===== src/rtl/irq_dispatch_pkg.sv =====
package irq_dispatch_pkg;

   // status word field positions (a neighbouring pipeline decodes these)
   localparam int ST_LVL_W   = 4;
   localparam int ST_EXCM    = 4;
   localparam int ST_USER    = 5;
   localparam int ST_MIN_W   = 6;
   localparam int MAX_LEVELS = 7;
   localparam int MAX_LINES  = 32;

   typedef enum logic [1:0] {
      KIND_NONE   = 2'd0,
      KIND_KERNEL = 2'd1,
      KIND_USER   = 2'd2,
      KIND_DOUBLE = 2'd3
   } exc_kind_e;

endpackage


===== src/rtl/irq_qualify.sv =====
module irq_qualify #(
   parameter int NL    = 32,
   parameter int NV    = 7,
   parameter int LVL_W = 3
) (
   input  logic [LVL_W-1:0] req_level,
   input  logic [3:0]       cur_level,
   input  logic [NL-1:0]    raised,
   input  logic [NL-1:0]    enabled,
   input  logic [NV*NL-1:0] lvl_mask,
   output logic             qualified,
   output logic             is_high
);

   logic [NL-1:0] sel_mask;
   logic          in_range;
   logic          above_cur;

   always_comb begin
      sel_mask = '0;
      for (int l = 1; l <= NV; l++) begin
         if (32'(req_level) == l) sel_mask = lvl_mask[(l-1)*NL +: NL];
      end
   end

   always_comb begin
      in_range  = (req_level != '0) && (32'(req_level) <= NV);
      above_cur = 32'(req_level) > 32'(cur_level);
      qualified = in_range && above_cur && (|(sel_mask & raised & enabled));
      is_high   = 32'(req_level) > 1;
   end

endmodule


===== src/rtl/irq_vector_map.sv =====
module irq_vector_map
   import irq_dispatch_pkg::*;
#(
   parameter int             NV             = 7,
   parameter int             AW             = 32,
   parameter int             LVL_W          = 3,
   parameter bit             RELOC          = 1'b1,
   parameter logic [AW-1:0]  RESET_BASE     = 32'h4000_0000,
   parameter logic [AW-1:0]  INT_VEC_BASE   = 32'h4000_0100,
   parameter logic [AW-1:0]  INT_VEC_STRIDE = 32'h0000_0040,
   parameter logic [AW-1:0]  KERNEL_VEC     = 32'h4000_0300,
   parameter logic [AW-1:0]  USER_VEC       = 32'h4000_0340,
   parameter logic [AW-1:0]  DOUBLE_VEC     = 32'h4000_03c0
) (
   input  logic             is_high,
   input  logic [LVL_W-1:0] level,
   input  exc_kind_e        kind,
   input  logic [AW-1:0]    pc,
   input  logic [AW-1:0]    vec_base,
   output logic             redirect,
   output logic [AW-1:0]    next_pc
);

   logic [AW-1:0] raw_vec;
   logic [AW-1:0] moved_vec;

   always_comb begin
      if (is_high) begin
         raw_vec = INT_VEC_BASE + (AW'(level) * INT_VEC_STRIDE);
      end else begin
         case (kind)
            KIND_KERNEL: raw_vec = KERNEL_VEC;
            KIND_USER:   raw_vec = USER_VEC;
            KIND_DOUBLE: raw_vec = DOUBLE_VEC;
            default:     raw_vec = '0;
         endcase
      end
   end

   generate
      if (RELOC) begin : g_reloc
         assign moved_vec = raw_vec - RESET_BASE + vec_base;
      end else begin : g_fixed
         assign moved_vec = raw_vec;
      end
   endgenerate

   assign redirect = (raw_vec != '0);
   assign next_pc  = redirect ? moved_vec : pc;

endmodule


===== src/rtl/irq_context_regs.sv =====
module irq_context_regs #(
   parameter int NV       = 7,
   parameter int AW       = 32,
   parameter int SW       = 8,
   parameter int LVL_W    = 3,
   parameter bit HAS_DEPC = 1'b1
) (
   input  logic             clk,
   input  logic             rst,
   input  logic             save_en,
   input  logic [LVL_W-1:0] save_level,
   input  logic             save_double,
   input  logic [AW-1:0]    save_pc,
   input  logic [SW-1:0]    save_status,
   output logic [NV*AW-1:0] epc_flat,
   output logic [NV*SW-1:0] eps_flat,
   output logic [AW-1:0]    depc
);

   logic dbl_to_depc;

   generate
      if (HAS_DEPC) begin : g_depc
         logic [AW-1:0] depc_q;
         assign dbl_to_depc = save_double;
         always_ff @(posedge clk) begin
            if (rst)                         depc_q <= '0;
            else if (save_en && save_double) depc_q <= save_pc;
         end
         assign depc = depc_q;
      end else begin : g_no_depc
         assign dbl_to_depc = 1'b0;
         assign depc        = '0;
      end

      for (genvar l = 1; l <= NV; l++) begin : g_lvl
         logic [AW-1:0] epc_q;
         logic          wr_pc;
         assign wr_pc = save_en && (save_level == LVL_W'(l)) &&
                        !((l == 1) && dbl_to_depc);
         always_ff @(posedge clk) begin
            if (rst)        epc_q <= '0;
            else if (wr_pc) epc_q <= save_pc;
         end
         assign epc_flat[(l-1)*AW +: AW] = epc_q;

         if (l == 1) begin : g_eps_none
            assign eps_flat[0 +: SW] = '0;
         end else begin : g_eps
            logic [SW-1:0] eps_q;
            always_ff @(posedge clk) begin
               if (rst) eps_q <= '0;
               else if (save_en && (save_level == LVL_W'(l))) eps_q <= save_status;
            end
            assign eps_flat[(l-1)*SW +: SW] = eps_q;
         end
      end
   endgenerate

endmodule


===== src/rtl/irq_dispatch.sv =====
module irq_dispatch
   import irq_dispatch_pkg::*;
#(
   parameter int             NL             = 32,
   parameter int             NV             = 7,
   parameter int             AW             = 32,
   parameter int             SW             = 8,
   parameter int             CW             = 6,
   parameter bit             HAS_DEPC       = 1'b1,
   parameter bit             RELOC          = 1'b1,
   parameter logic [CW-1:0]  L1_CAUSE       = 6'd4,
   parameter logic [AW-1:0]  RESET_BASE     = 32'h4000_0000,
   parameter logic [AW-1:0]  INT_VEC_BASE   = 32'h4000_0100,
   parameter logic [AW-1:0]  INT_VEC_STRIDE = 32'h0000_0040,
   parameter logic [AW-1:0]  KERNEL_VEC     = 32'h4000_0300,
   parameter logic [AW-1:0]  USER_VEC       = 32'h4000_0340,
   parameter logic [AW-1:0]  DOUBLE_VEC     = 32'h4000_03c0,
   localparam int            LVL_W          = $clog2(NV + 1)
) (
   input  logic             clk,
   input  logic             rst,
   input  logic             req_valid,
   input  logic [LVL_W-1:0] req_level,
   input  logic [NL-1:0]    raised,
   input  logic [NL-1:0]    enabled,
   input  logic [NV*NL-1:0] lvl_mask,
   input  logic [SW-1:0]    status_in,
   input  logic [AW-1:0]    pc_in,
   input  logic [AW-1:0]    vec_base,
   output logic             taken,
   output logic [SW-1:0]    status_out,
   output logic [NV*AW-1:0] epc_out,
   output logic [NV*SW-1:0] eps_out,
   output logic [AW-1:0]    depc_out,
   output logic [CW-1:0]    cause_out,
   output logic [1:0]       kind_out,
   output logic             redirect,
   output logic [AW-1:0]    next_pc
);

   // elaboration-time parameter checks
   generate
      if (NV < 1 || NV > MAX_LEVELS) begin : g_bad_nv
         $error("irq_dispatch: NV must lie in 1..7");
      end
      if (NL < 1 || NL > MAX_LINES) begin : g_bad_nl
         $error("irq_dispatch: NL must lie in 1..32");
      end
      if (SW < ST_MIN_W) begin : g_bad_sw
         $error("irq_dispatch: SW too narrow for the status fields");
      end
      if (AW < 8) begin : g_bad_aw
         $error("irq_dispatch: AW too narrow");
      end
   endgenerate

   logic          qualified;
   logic          is_high;
   logic          hit;
   logic          excm_now;
   logic          user_now;
   exc_kind_e     kind_nx;
   logic [SW-1:0] status_nx;
   logic          redirect_nx;
   logic [AW-1:0] next_pc_nx;

   irq_qualify #(
      .NL    (NL),
      .NV    (NV),
      .LVL_W (LVL_W)
   ) u_qualify (
      .req_level (req_level),
      .cur_level (status_in[ST_LVL_W-1:0]),
      .raised    (raised),
      .enabled   (enabled),
      .lvl_mask  (lvl_mask),
      .qualified (qualified),
      .is_high   (is_high)
   );

   assign hit      = req_valid && qualified;
   assign excm_now = status_in[ST_EXCM];
   assign user_now = status_in[ST_USER];

   always_comb begin
      if (is_high)       kind_nx = KIND_NONE;
      else if (excm_now) kind_nx = KIND_DOUBLE;
      else if (user_now) kind_nx = KIND_USER;
      else               kind_nx = KIND_KERNEL;
   end

   always_comb begin
      status_nx = status_in;
      status_nx[ST_EXCM] = 1'b1;
      if (is_high) status_nx[ST_LVL_W-1:0] = ST_LVL_W'(req_level);
   end

   irq_vector_map #(
      .NV             (NV),
      .AW             (AW),
      .LVL_W          (LVL_W),
      .RELOC          (RELOC),
      .RESET_BASE     (RESET_BASE),
      .INT_VEC_BASE   (INT_VEC_BASE),
      .INT_VEC_STRIDE (INT_VEC_STRIDE),
      .KERNEL_VEC     (KERNEL_VEC),
      .USER_VEC       (USER_VEC),
      .DOUBLE_VEC     (DOUBLE_VEC)
   ) u_vecmap (
      .is_high  (is_high),
      .level    (req_level),
      .kind     (kind_nx),
      .pc       (pc_in),
      .vec_base (vec_base),
      .redirect (redirect_nx),
      .next_pc  (next_pc_nx)
   );

   irq_context_regs #(
      .NV       (NV),
      .AW       (AW),
      .SW       (SW),
      .LVL_W    (LVL_W),
      .HAS_DEPC (HAS_DEPC)
   ) u_ctx (
      .clk         (clk),
      .rst         (rst),
      .save_en     (hit),
      .save_level  (req_level),
      .save_double (!is_high && excm_now),
      .save_pc     (pc_in),
      .save_status (status_in),
      .epc_flat    (epc_out),
      .eps_flat    (eps_out),
      .depc        (depc_out)
   );

   always_ff @(posedge clk) begin
      if (rst) begin
         taken      <= 1'b0;
         status_out <= '0;
         cause_out  <= '0;
         kind_out   <= KIND_NONE;
         redirect   <= 1'b0;
         next_pc    <= '0;
      end else begin
         taken <= hit;
         if (hit) begin
            status_out <= status_nx;
            kind_out   <= kind_nx;
            redirect   <= redirect_nx;
            next_pc    <= next_pc_nx;
            if (!is_high) cause_out <= L1_CAUSE;
         end
      end
   end

endmodule


===== config.mk =====
export PLATFORM = sky130hd
export DESIGN_NAME = irq_dispatch
export DESIGN_NICKNAME = d
export VERILOG_FILES = /design/src/rtl/irq_dispatch_pkg.sv /design/src/rtl/irq_qualify.sv /design/src/rtl/irq_vector_map.sv /design/src/rtl/irq_context_regs.sv /design/src/rtl/irq_dispatch.sv
export SDC_FILE = /design/constraint.sdc
export NUM_CORES = 1
export LEC_CHECK = 0
export ABC_AREA = 1
export BUFFER_PORTS_ARGS = -buffer_cell sky130_fd_sc_hd__buf_2
export CORE_AREA = 5 5 277 279
export CTS_BUF_LIST = sky130_fd_sc_hd__clkbuf_2 sky130_fd_sc_hd__clkbuf_4 sky130_fd_sc_hd__clkbuf_8
export DETAILED_ROUTE_END_ITERATION = 12
export DIE_AREA = 0 0 282 284
export PLACE_DENSITY = 0.54
export SLEW_MARGIN = 0
export SYNTH_ARGS = -nofsm -noshare
export SYNTH_HDL_FRONTEND = slang
export SYNTH_SLANG_ARGS = --single-unit

===== constraint.sdc =====
create_clock -name clk -period 3.4 [get_ports clk]
set_input_delay 0.34 -clock clk [delete_from_list [all_inputs] [get_ports clk]]
set_output_delay 0.34 -clock clk [all_outputs]
set_load 0.01 [all_outputs]

## After elaboration in Yosys (flattened, before gate mapping)

Cells that the tools add are included.

- Logic and storage cells: 71
- Input bits: 366
- Register bits after elaboration: 349
- Output and inout bits: 362

- Bitwise gates (word level): 3
- $lt $le $gt $ge: 2
- Eq/ne operators: 10
- Reductions and logical operators: 19
- $add $sub $neg: 3
- Multiplexer cells: 14

Operator list:

| cell | number |
|---|---|
| $mux 32 | 9 |
| $pmux 31 s3 | 1 |
| $and 32x32->32 | 2 |
| $add 31x9->32 const A | 1 |
| $add 32x32->32 | 1 |
| $reduce_bool 32->1 | 1 |
| $reduce_or 32->1 | 1 |
| $sub 32x31->32 const B | 1 |
| $logic_and 1x1->1 | 13 |
| $eq 3x3->1 const B | 4 |
| $eq 3x2->1 const B | 2 |
| $mux 2 | 3 |
| $eq 2x2->1 const B | 2 |
| $gt 3x4->1 | 1 |
| $mux 4 | 1 |
| $eq 3x1->1 const B | 1 |
| $gt 3x1->1 const B | 1 |
| $reduce_bool 3->1 | 1 |
| $eq 2x1->1 const B | 1 |
| $logic_not 1->1 | 2 |
| $reduce_and 2->1 | 1 |
| $not 1->1 | 1 |

## Longest topological paths before layout

Gate-level depths: netlist (run 1).

- Word-level depth: 15
- Gate-level depth with buffers: 21
- Gate-level depth less buffers: 19

## Hierarchy

From an unflattened synthesis (run 1), not the netlist that was laid out.

- Cells, all modules: 2379
- Area, all modules: 16477.1 um^2

By module, submodules not included:

| module | cells each | instances | sequential area each (um^2) | area an instance (um^2) |
|---|---|---|---|---|
| irq_context_regs | 1428 | 1 | 6085.8 | 10841.6 |
| irq_qualify | 456 | 1 | 0.0 | 2433.6 |
| irq_dispatch | 223 | 1 | 900.9 | 1886.8 |
| irq_vector_map | 272 | 1 | 0.0 | 1315.0 |

## Least setup slack after synthesis (run 1)

No wires, ideal clock.

- Path kind: input port to flip-flop
- From: input port req_level[1]
- To: register next_pc[31]
- Arrival time: 3067 ps
- Required time: 3284 ps
- Setup time: 116 ps
- Slack: 217 ps
- Path buffers: 2
- Cell stages on the path: 21
- Cells stage by stage: buf_4 > nor2_1 > buf_2 > inv_2 > a21oi_1 > inv_1 > nand2_1 > ha_1 > ha_1 > fa_1 > nand3_1 > nand3_1 > nand2_1 > nor2_1 > nand3_1 > nor2_1 > nand3_1 > nor2_1 > xor2_1 > o21ai_0 > nor2_1

- Longest elaborated chain between the ends: 13
- Elaborated cells between the ends (all ways): 34

RTL lines:

| what | line | text |
|---|---|---|
| start: declaration | irq_dispatch.sv:23 | `input logic [LVL_W-1:0] req_level,` |
| parallel branches: the longest is 13 deep, another holds $add 31x9->32 | - |  |
| end signal: assignment | irq_dispatch.sv:152 | `next_pc <= next_pc_nx;` |
| end: declaration | irq_dispatch.sv:38 | `output logic [AW-1:0] next_pc` |

Parallel ways; which one is timed is not known.
A chain may end at the register's enable or synchronous reset.

## Worst setup path in the final report (run 1)

- From: input port req_level[2]
- To: register next_pc[18]

The elaborated chain is that of the path after synthesis.

==> impl_metrics.env, run 1 <==
export IMPL_status="completed"
export IMPL_synth_edf_count=0
export IMPL_routedWlPerCell_um=19.2
export IMPL_holdCritPathClass="primary input to flip-flop"
export IMPL_crit_arrival_ps=3350
export IMPL_dpl_cell_area_mm2=0.0220
export IMPL_finalSetupViolations=0
export IMPL_fin_util=0.319
export IMPL_required_ps=3880
export IMPL_route_vias_total=18900
export IMPL_die_x_um=282
export IMPL_worst_slew_pin_slew_ps=1000
export IMPL_netlist_area_mm2=0.0172
export IMPL_grtUsageTotal=0.204
export IMPL_grt_max_degree=121
export IMPL_fin_skew_ps=0
export IMPL_ios=728
export IMPL_worstPathCellList="buf_2 > inv_2 > nand3_1 > buf_12 > inv_1 > nand2_1 > nand3_1 > nor2_1 > nand3_1 > nand2_1 > nand2_1 > nor2_1 > nand2_1 > nor2_1 > nand2_1 > nand2_1 > buf_12 > inv_1 > buf_12 > nor2_1 > nor2_1"
export IMPL_cts_tree="built"
export IMPL_area_growth_pct=36.7
export IMPL_drc=0
export IMPL_yosys_warnings=0
export IMPL_p_clk_frac=0.440
export IMPL_fillers=8259
export IMPL_cts_sinks=349
export IMPL_final_cells=4464
export IMPL_ir_worst_vdd_uv=207
export IMPL_post_place_cells=4324
export IMPL_htreeDepth=3
export IMPL_synthCells=2744
export IMPL_end_kind="flip-flop"
export IMPL_clk_pin_slew_worst_paths_ps=60
export IMPL_fin_crit_sh=0.843
export IMPL_final_area_mm2=0.0236
export IMPL_p_seq_frac=0.433
export IMPL_cpMostUsedCell="nand2_1"
export IMPL_dieArea_mm2=0.0801
export IMPL_grt_pass1_wl_um=122000
export IMPL_dr_pass1_iters=5
export IMPL_relSlewSlack=0.330
export IMPL_crit_path_start="req_level[2]"
export IMPL_gp_congestion=0.939
export IMPL_postRouteAntennaNets=0
export IMPL_overflow=0
export IMPL_p_int_uw=6970
export IMPL_max_freq_mhz=349
export IMPL_max_stage_delay_ps=320
export IMPL_clk_latency_ps=610
export IMPL_ys_ff_latch=349
export IMPL_crit_slowest_cell="nor2_1"
export IMPL_multi_input_area_mm2=0.00806
export IMPL_r2r_setup_slack_ps=2660
export IMPL_critical_path_class="primary input to flip-flop"
export IMPL_p_sw_uw=2740
export IMPL_cts_root_buf="clkbuf_8"
export IMPL_cts_made_buffers=67
export IMPL_synth_main_ff_cell="dfxtp_1"
export IMPL_r2r_start="u_ctx.g_lvl[2].epc_q[27]"
export IMPL_synth_area_per_cell_um2=6.28
export IMPL_yosysUniqueCellTypes=30
export IMPL_yosysSeqAreaShare=0.406
export IMPL_p_leak_uw=0.0137
export IMPL_hold_viol_final=0
export IMPL_regArea_mm2=0.00699
export IMPL_initial_core_util=0.233
export IMPL_p_sw_frac=0.282
export IMPL_fin_ws_ps=534
export IMPL_antenna_found_initial=46
export IMPL_ys_async_sr_fraction=0
export IMPL_first_global_vias=17800
export IMPL_cp_start_kind="primary input"
export IMPL_fin_crit_ps=2870
export IMPL_fin_nets=3818
export IMPL_drv_cap=0
export IMPL_hpwl_um=66900
export IMPL_power_frac_comb=0.127
export IMPL_fp_coreArea_mm2=0.0739
export IMPL_power_density_mw_per_mm2=412
export IMPL_drv_slew=0
export IMPL_rsz0062_at_grt="no"
export IMPL_place_ws_ps=-88.7
export IMPL_clock_path_buffers=3
export IMPL_drive_above_1_share=0.268
export IMPL_hp_start="pc_in[5]"
export IMPL_wirelength_um=85700
export IMPL_chipHeight_um=284
export IMPL_port_buffers=714
export IMPL_fp_row_count=100
export IMPL_viasPerCell=4.24
export IMPL_crit_fanout=39
export IMPL_drt_initial_drc_count=1264
## registers in the layout, summed over array words and instances, names as in the netlist
register / count
cause_out: 1
kind_out: 2
next_pc: 32
redirect: 1
status_out: 8
taken: 1
u_ctx.depc: 32
u_ctx.g_lvl.epc_q: 224
u_ctx.g_lvl.g_eps.eps_q: 48
## cells by family after synthesis
logic type | Yosys count | share of synthesized area
simple gates | 1699 | 0.393
compound gates | 117 | 0.0460
buf+inv | 542 | 0.133
flops | 349 | 0.406
other cells | 1 | 0.000218
xor+xnor | 23 | 0.0117
fa+ha+maj | 13 | 0.00988
## worst paths after layout
check	end	cells past startpoint
hold / removal	u_ctx.depc[5]	3
hold reg to reg	u_ctx.g_lvl[2].g_eps.eps_q[3]	2
setup reg to reg	u_ctx.g_lvl[2].epc_q[27]	4
setup / recovery	next_pc[18]	21
## cell usage after synthesis (3+ instances only)
| cell | n | area, µm² |
|---|---|---|
| nand4_1 | 62 | 388 |
| nor3_1 | 8 | 40.0 |
| a21oi_1 | 24 | 120 |
| nand3_2 | 8 | 80.1 |
| buf_2 | 81 | 405 |
| dfxtp_1 | 349 | 6990 |
| clkbuf_1 | 50 | 188 |
| nand2_1 | 762 | 2860 |
| o211ai_1 | 15 | 113 |
| xor2_1 | 16 | 140 |
| buf_1 | 24 | 90.1 |
| inv_1 | 342 | 1280 |
| ha_1 | 12 | 150 |
| o21ai_0 | 43 | 215 |
| inv_2 | 3 | 11.3 |
| nand3_1 | 102 | 510 |
| o211a_1 | 32 | 320 |
| nor2_1 | 738 | 2770 |
| or2_2 | 17 | 106 |
| xnor2_1 | 7 | 61.3 |
| buf_4 | 40 | 300 |
## critical path, delay by kind of cell
| kind | cells | cell delay (ps) |
|---|---|---|
| and+or+nand+nor | 14 | 1860 |
| buffers and inverters | 7 | 1110 |
## final cells by class
class	count	share of cell area
timing repair buffer	809	0.196
sequential	349	0.297
inverter	346	0.0555
clock inverter	13	0.00712
tap	969	0.0515
antenna	19	0.00202
multi-input combinational	1866	0.342
clock buffer	93	0.0488
## routing by layer
metal / global-route usage / part of all wire / vias to the layer above
met5: 0 / 0.0011 / -
met4: 0.101 / 0.050 / 14
met3: 0.0550 / 0.077 / 209
met2: 0.345 / 0.48 / 755
met1: 0.236 / 0.39 / 8368
li1: - / - / 9587
## cell usage in the layout, fill, tap and decap left out, drive strengths merged, types with 2 or more instances in the layout
master,synthesis,layout
buf,146,794
xnor2,7,7
nor3,9,9
diode,0,19
nor2,738,738
nand2,762,762
o211ai,15,15
o211a,32,32
bufinv,0,2
clkinv,1,7
dlygate4sd3,0,15
o21ai,43,43
xor2,16,16
a21oi,24,24
conb,1,14
dfxtp,349,349
nand3,110,110
ha,12,12
clkbuf,50,93
nand4,62,62
or2,17,17
inv,345,349
## metrics by stage
| step | power, µW | setup TNS, ps | hold slack (ps) |
|---|---|---|---|
| after global routing | 10200 | 0 | 34.6 |
| after floorplan | 4880 | 0 | 409 |
| after detailed placement | 5520 | -8140 | 428 |
| final | 9710 | 0 | 73.4 |
| after global placement | 5520 | -13790 | 425 |
| after CTS | 9900 | 0 | 0.295 |
## power by group through the flow
stage          Combinational [µW]  Sequential, µW  Clock, µW
6_report                     1230            4210       4270
5_1_grt                      1340            4220       4620
4_1_cts                      1240            4210       4450
3_5_place_dp                 1220            4300          0
3_3_place_gp                 1230            4300          0
2_1_floorplan                 546            4330          0
## repair_timing
item,in CTS,in global routing
buffers inserted,0,0
resized for setup,0,0
hold buffers,15,0
hold endpoints to repair,76,0
(Power assumes the default switching activity.)
==> run 2: changes to the inputs <==
--- a/config.mk
+++ b/config.mk
@@ -11,7 +11,7 @@
 export CTS_BUF_LIST = sky130_fd_sc_hd__clkbuf_2 sky130_fd_sc_hd__clkbuf_4 sky130_fd_sc_hd__clkbuf_8
 export DETAILED_ROUTE_END_ITERATION = 12
 export DIE_AREA = 0 0 282 284
-export PLACE_DENSITY = 0.54
+export PLACE_DENSITY = 0.52
 export SLEW_MARGIN = 0
 export SYNTH_ARGS = -nofsm -noshare
 export SYNTH_HDL_FRONTEND = slang
==> constraint.sdc (replaced) <==
create_clock -name clk -period 2.64 [get_ports clk]
set_input_delay 0.264 -clock clk [delete_from_list [all_inputs] [get_ports clk]]
set_output_delay 0.264 -clock clk [all_outputs]
set_load 0.01 [all_outputs]
==> run 2 against run 1 <==
Critical path depth did not move. Worst hold slack gained 4.4 ps. Non-clock buffer count is 99 higher. First-iteration DRC count down 17%. Die area stayed put. Count of clock-buffer cells in the layout increased by 8. Register-to-register slack got worse by 760 ps.
==> impl_metrics.env, run 2 (synthesis results as in run 1) <==
export IMPL_worst_slew_pin_slew_ps=674
export IMPL_fin_nets=3917
export IMPL_fin_util=0.334
export IMPL_p_sw_uw=3570
export IMPL_fillers=8079
export IMPL_dieArea_mm2=0.0801
export IMPL_critical_path_class="primary input to flip-flop"
export IMPL_p_seq_frac=0.424
export IMPL_ir_worst_vdd_uv=232
export IMPL_grt_pass1_wl_um=120000
export IMPL_clk_pin_slew_worst_paths_ps=60
export IMPL_largestRegisters="u_ctx.g_lvl.epc_q x224, u_ctx.g_lvl.g_eps.eps_q x48"
export IMPL_cts_tree="built"
export IMPL_multi_input_area_mm2=0.00816
export IMPL_max_freq_mhz=401
export IMPL_wirelength_um=83500
export IMPL_cts_made_buffers=67
export IMPL_power_frac_comb=0.138
export IMPL_clk_latency_ps=580
export IMPL_ios=728
export IMPL_hold_viol_final=0
export IMPL_finalSetupViolations=0
export IMPL_hold_ws_ps=77.7
export IMPL_dr_pass1_iters=6
export IMPL_initial_core_util=0.233
export IMPL_max_stage_delay_ps=190
export IMPL_area_growth_pct=43.3
export IMPL_drv_cap=0
export IMPL_routedWlPerCell_um=18.3
export IMPL_layout_commonest_cell="nand2_1"
export IMPL_chipHeight_um=284
export IMPL_fin_crit_ps=2490
export IMPL_crit_arrival_ps=2950
export IMPL_largest_reg_flops=224
export IMPL_fp_row_count=100
export IMPL_end_kind="flip-flop"
export IMPL_clock_path_buffers=3
export IMPL_cts_sinks=349
export IMPL_fp_coreArea_mm2=0.0739
export IMPL_p_int_uw=9230
export IMPL_port_buffers=714
export IMPL_crit_slowest_cell="buf_4"
export IMPL_worstPathCellList="buf_2 > buf_12 > buf_4 > nand3_2 > buf_12 > inv_2 > buf_4 > a21oi_1 > o21ai_0 > nand2_1 > nand2_1 > nor2_1 > nand2_1 > nor2_4 > nand2_4 > nand2_1 > buf_12 > inv_1 > buf_12 > nor2_1 > nor2_1"
export IMPL_gp_congestion=0.954
export IMPL_hpwl_um=65900
export IMPL_wl_met3_um=5460
export IMPL_relSlewSlack=0.549
export IMPL_r2r_setup_slack_ps=1900
export IMPL_rsz0062_at_grt="no"
export IMPL_place_ws_ps=-849
export IMPL_p_sw_frac=0.279
export IMPL_holdCritPathClass="primary input to flip-flop"
export IMPL_drc=0
export IMPL_antenna_found_initial=15
export IMPL_m1WireLength_um=33400
export IMPL_hold_path_depth=3
export IMPL_cts_setup_buffers=0
export IMPL_fin_crit_sh=0.944
export IMPL_tns_ps=0
export IMPL_final_cell_mix="nand2_1, nor2_1, buf_2"
export IMPL_fin_skew_ps=0
export IMPL_drv_slew=0
export IMPL_overflow=0
export IMPL_dr_wl_met2_um=41100
export IMPL_drive_above_1_share=0.289
export IMPL_drt_initial_drc_count=1044
export IMPL_largest_register="u_ctx.g_lvl.epc_q"
export IMPL_first_global_vias=18400
export IMPL_rr_worst_depth=4
export IMPL_grtUsageTotal=0.199
export IMPL_viasPerCell=4.18
export IMPL_die_x_um=282
export IMPL_p_leak_uw=0.0143
export IMPL_highest_layer="met5"
export IMPL_crit_fanout=38
export IMPL_cts_root_buf="clkbuf_8"
export IMPL_status="completed"
export IMPL_regArea_mm2=0.00699
export IMPL_route_vias_total=19100
export IMPL_postRouteAntennaNets=0
export IMPL_p_clk_frac=0.439
export IMPL_htreeDepth=3
export IMPL_grt_max_degree=84
export IMPL_fin_ws_ps=148
export IMPL_required_ps=3100
export IMPL_cp_start_kind="primary input"
export IMPL_power_density_mw_per_mm2=519
run 2: cell types whose count changed in the layout (fill, tap and decap cells not counted), sizes merged:
cell	before	now
buf	794	871
bufinv	2	0
clkbuf	93	101
clkinv	7	10
clkinvlp	1	2
diode	19	8
dlygate4sd3	15	37
run 2: layout make-up:
cell class | count | share of cell area
flip-flops and latches | 349 | 0.283
inverters | 346 | 0.0530
repair buffers | 908 | 0.226
multi-input cells | 1866 | 0.331
clock inverters | 15 | 0.00527
clock buffers | 101 | 0.0520
well taps | 969 | 0.0491
diodes | 8 | 0.000811
run 2: final timing paths:
path	startpoint	endpoint
worst max-delay path	req_level[0]	next_pc[6]
worst max register to register	next_pc[10]	next_pc[10]
worst min register to register	u_ctx.g_lvl[5].g_eps.eps_q[3]	u_ctx.g_lvl[5].g_eps.eps_q[3]
worst min-delay path	status_in[7]	u_ctx.g_lvl[4].g_eps.eps_q[7]
run 2: metrics by stage:
step	std cells	total power (µW)	cell area (µm²)
3_3_place_gp	4401	7260	22900
2_1_floorplan	2757	6300	17400
6_report	4562	12800	24700
5_1_grt	4558	13400	24700
3_5_place_dp	4401	7250	22900
4_1_cts	4554	13000	24600
run 2: power by group through the flow:
stage | clock network, µW | logic, µW | registers (µW)
after floorplan | 0 | 723 | 5580
after global placement | 0 | 1730 | 5530
after detailed placement | 0 | 1720 | 5530
after CTS | 5820 | 1780 | 5420
after global routing | 6060 | 1930 | 5430
final | 5610 | 1770 | 5420
run 2: worst max-delay path: cells and delay by family:
| family | cells | cell delay, ps |
|---|---|---|
| and+or+nand+nor | 10 | 1020 |
| AOI/OAI and AO/OA | 2 | 330 |
| buffers and inverters | 9 | 1290 |
run 2: per-layer routing:
metal / vias to the layer above / GRT usage
li1: 9799 / -
met1: 8392 / 0.232
met2: 741 / 0.355
met3: 144 / 0.0423
met4: 4 / 0.0770
met5: - / 0
run 2: repair_timing:
| action | in CTS | in global routing |
|---|---|---|
| setup endpoints to repair | 343 | 230 |
| hold endpoints to repair | 244 | 0 |
| gates resized for setup | 2 | 3 |
| hold buffers | 37 | 0 |
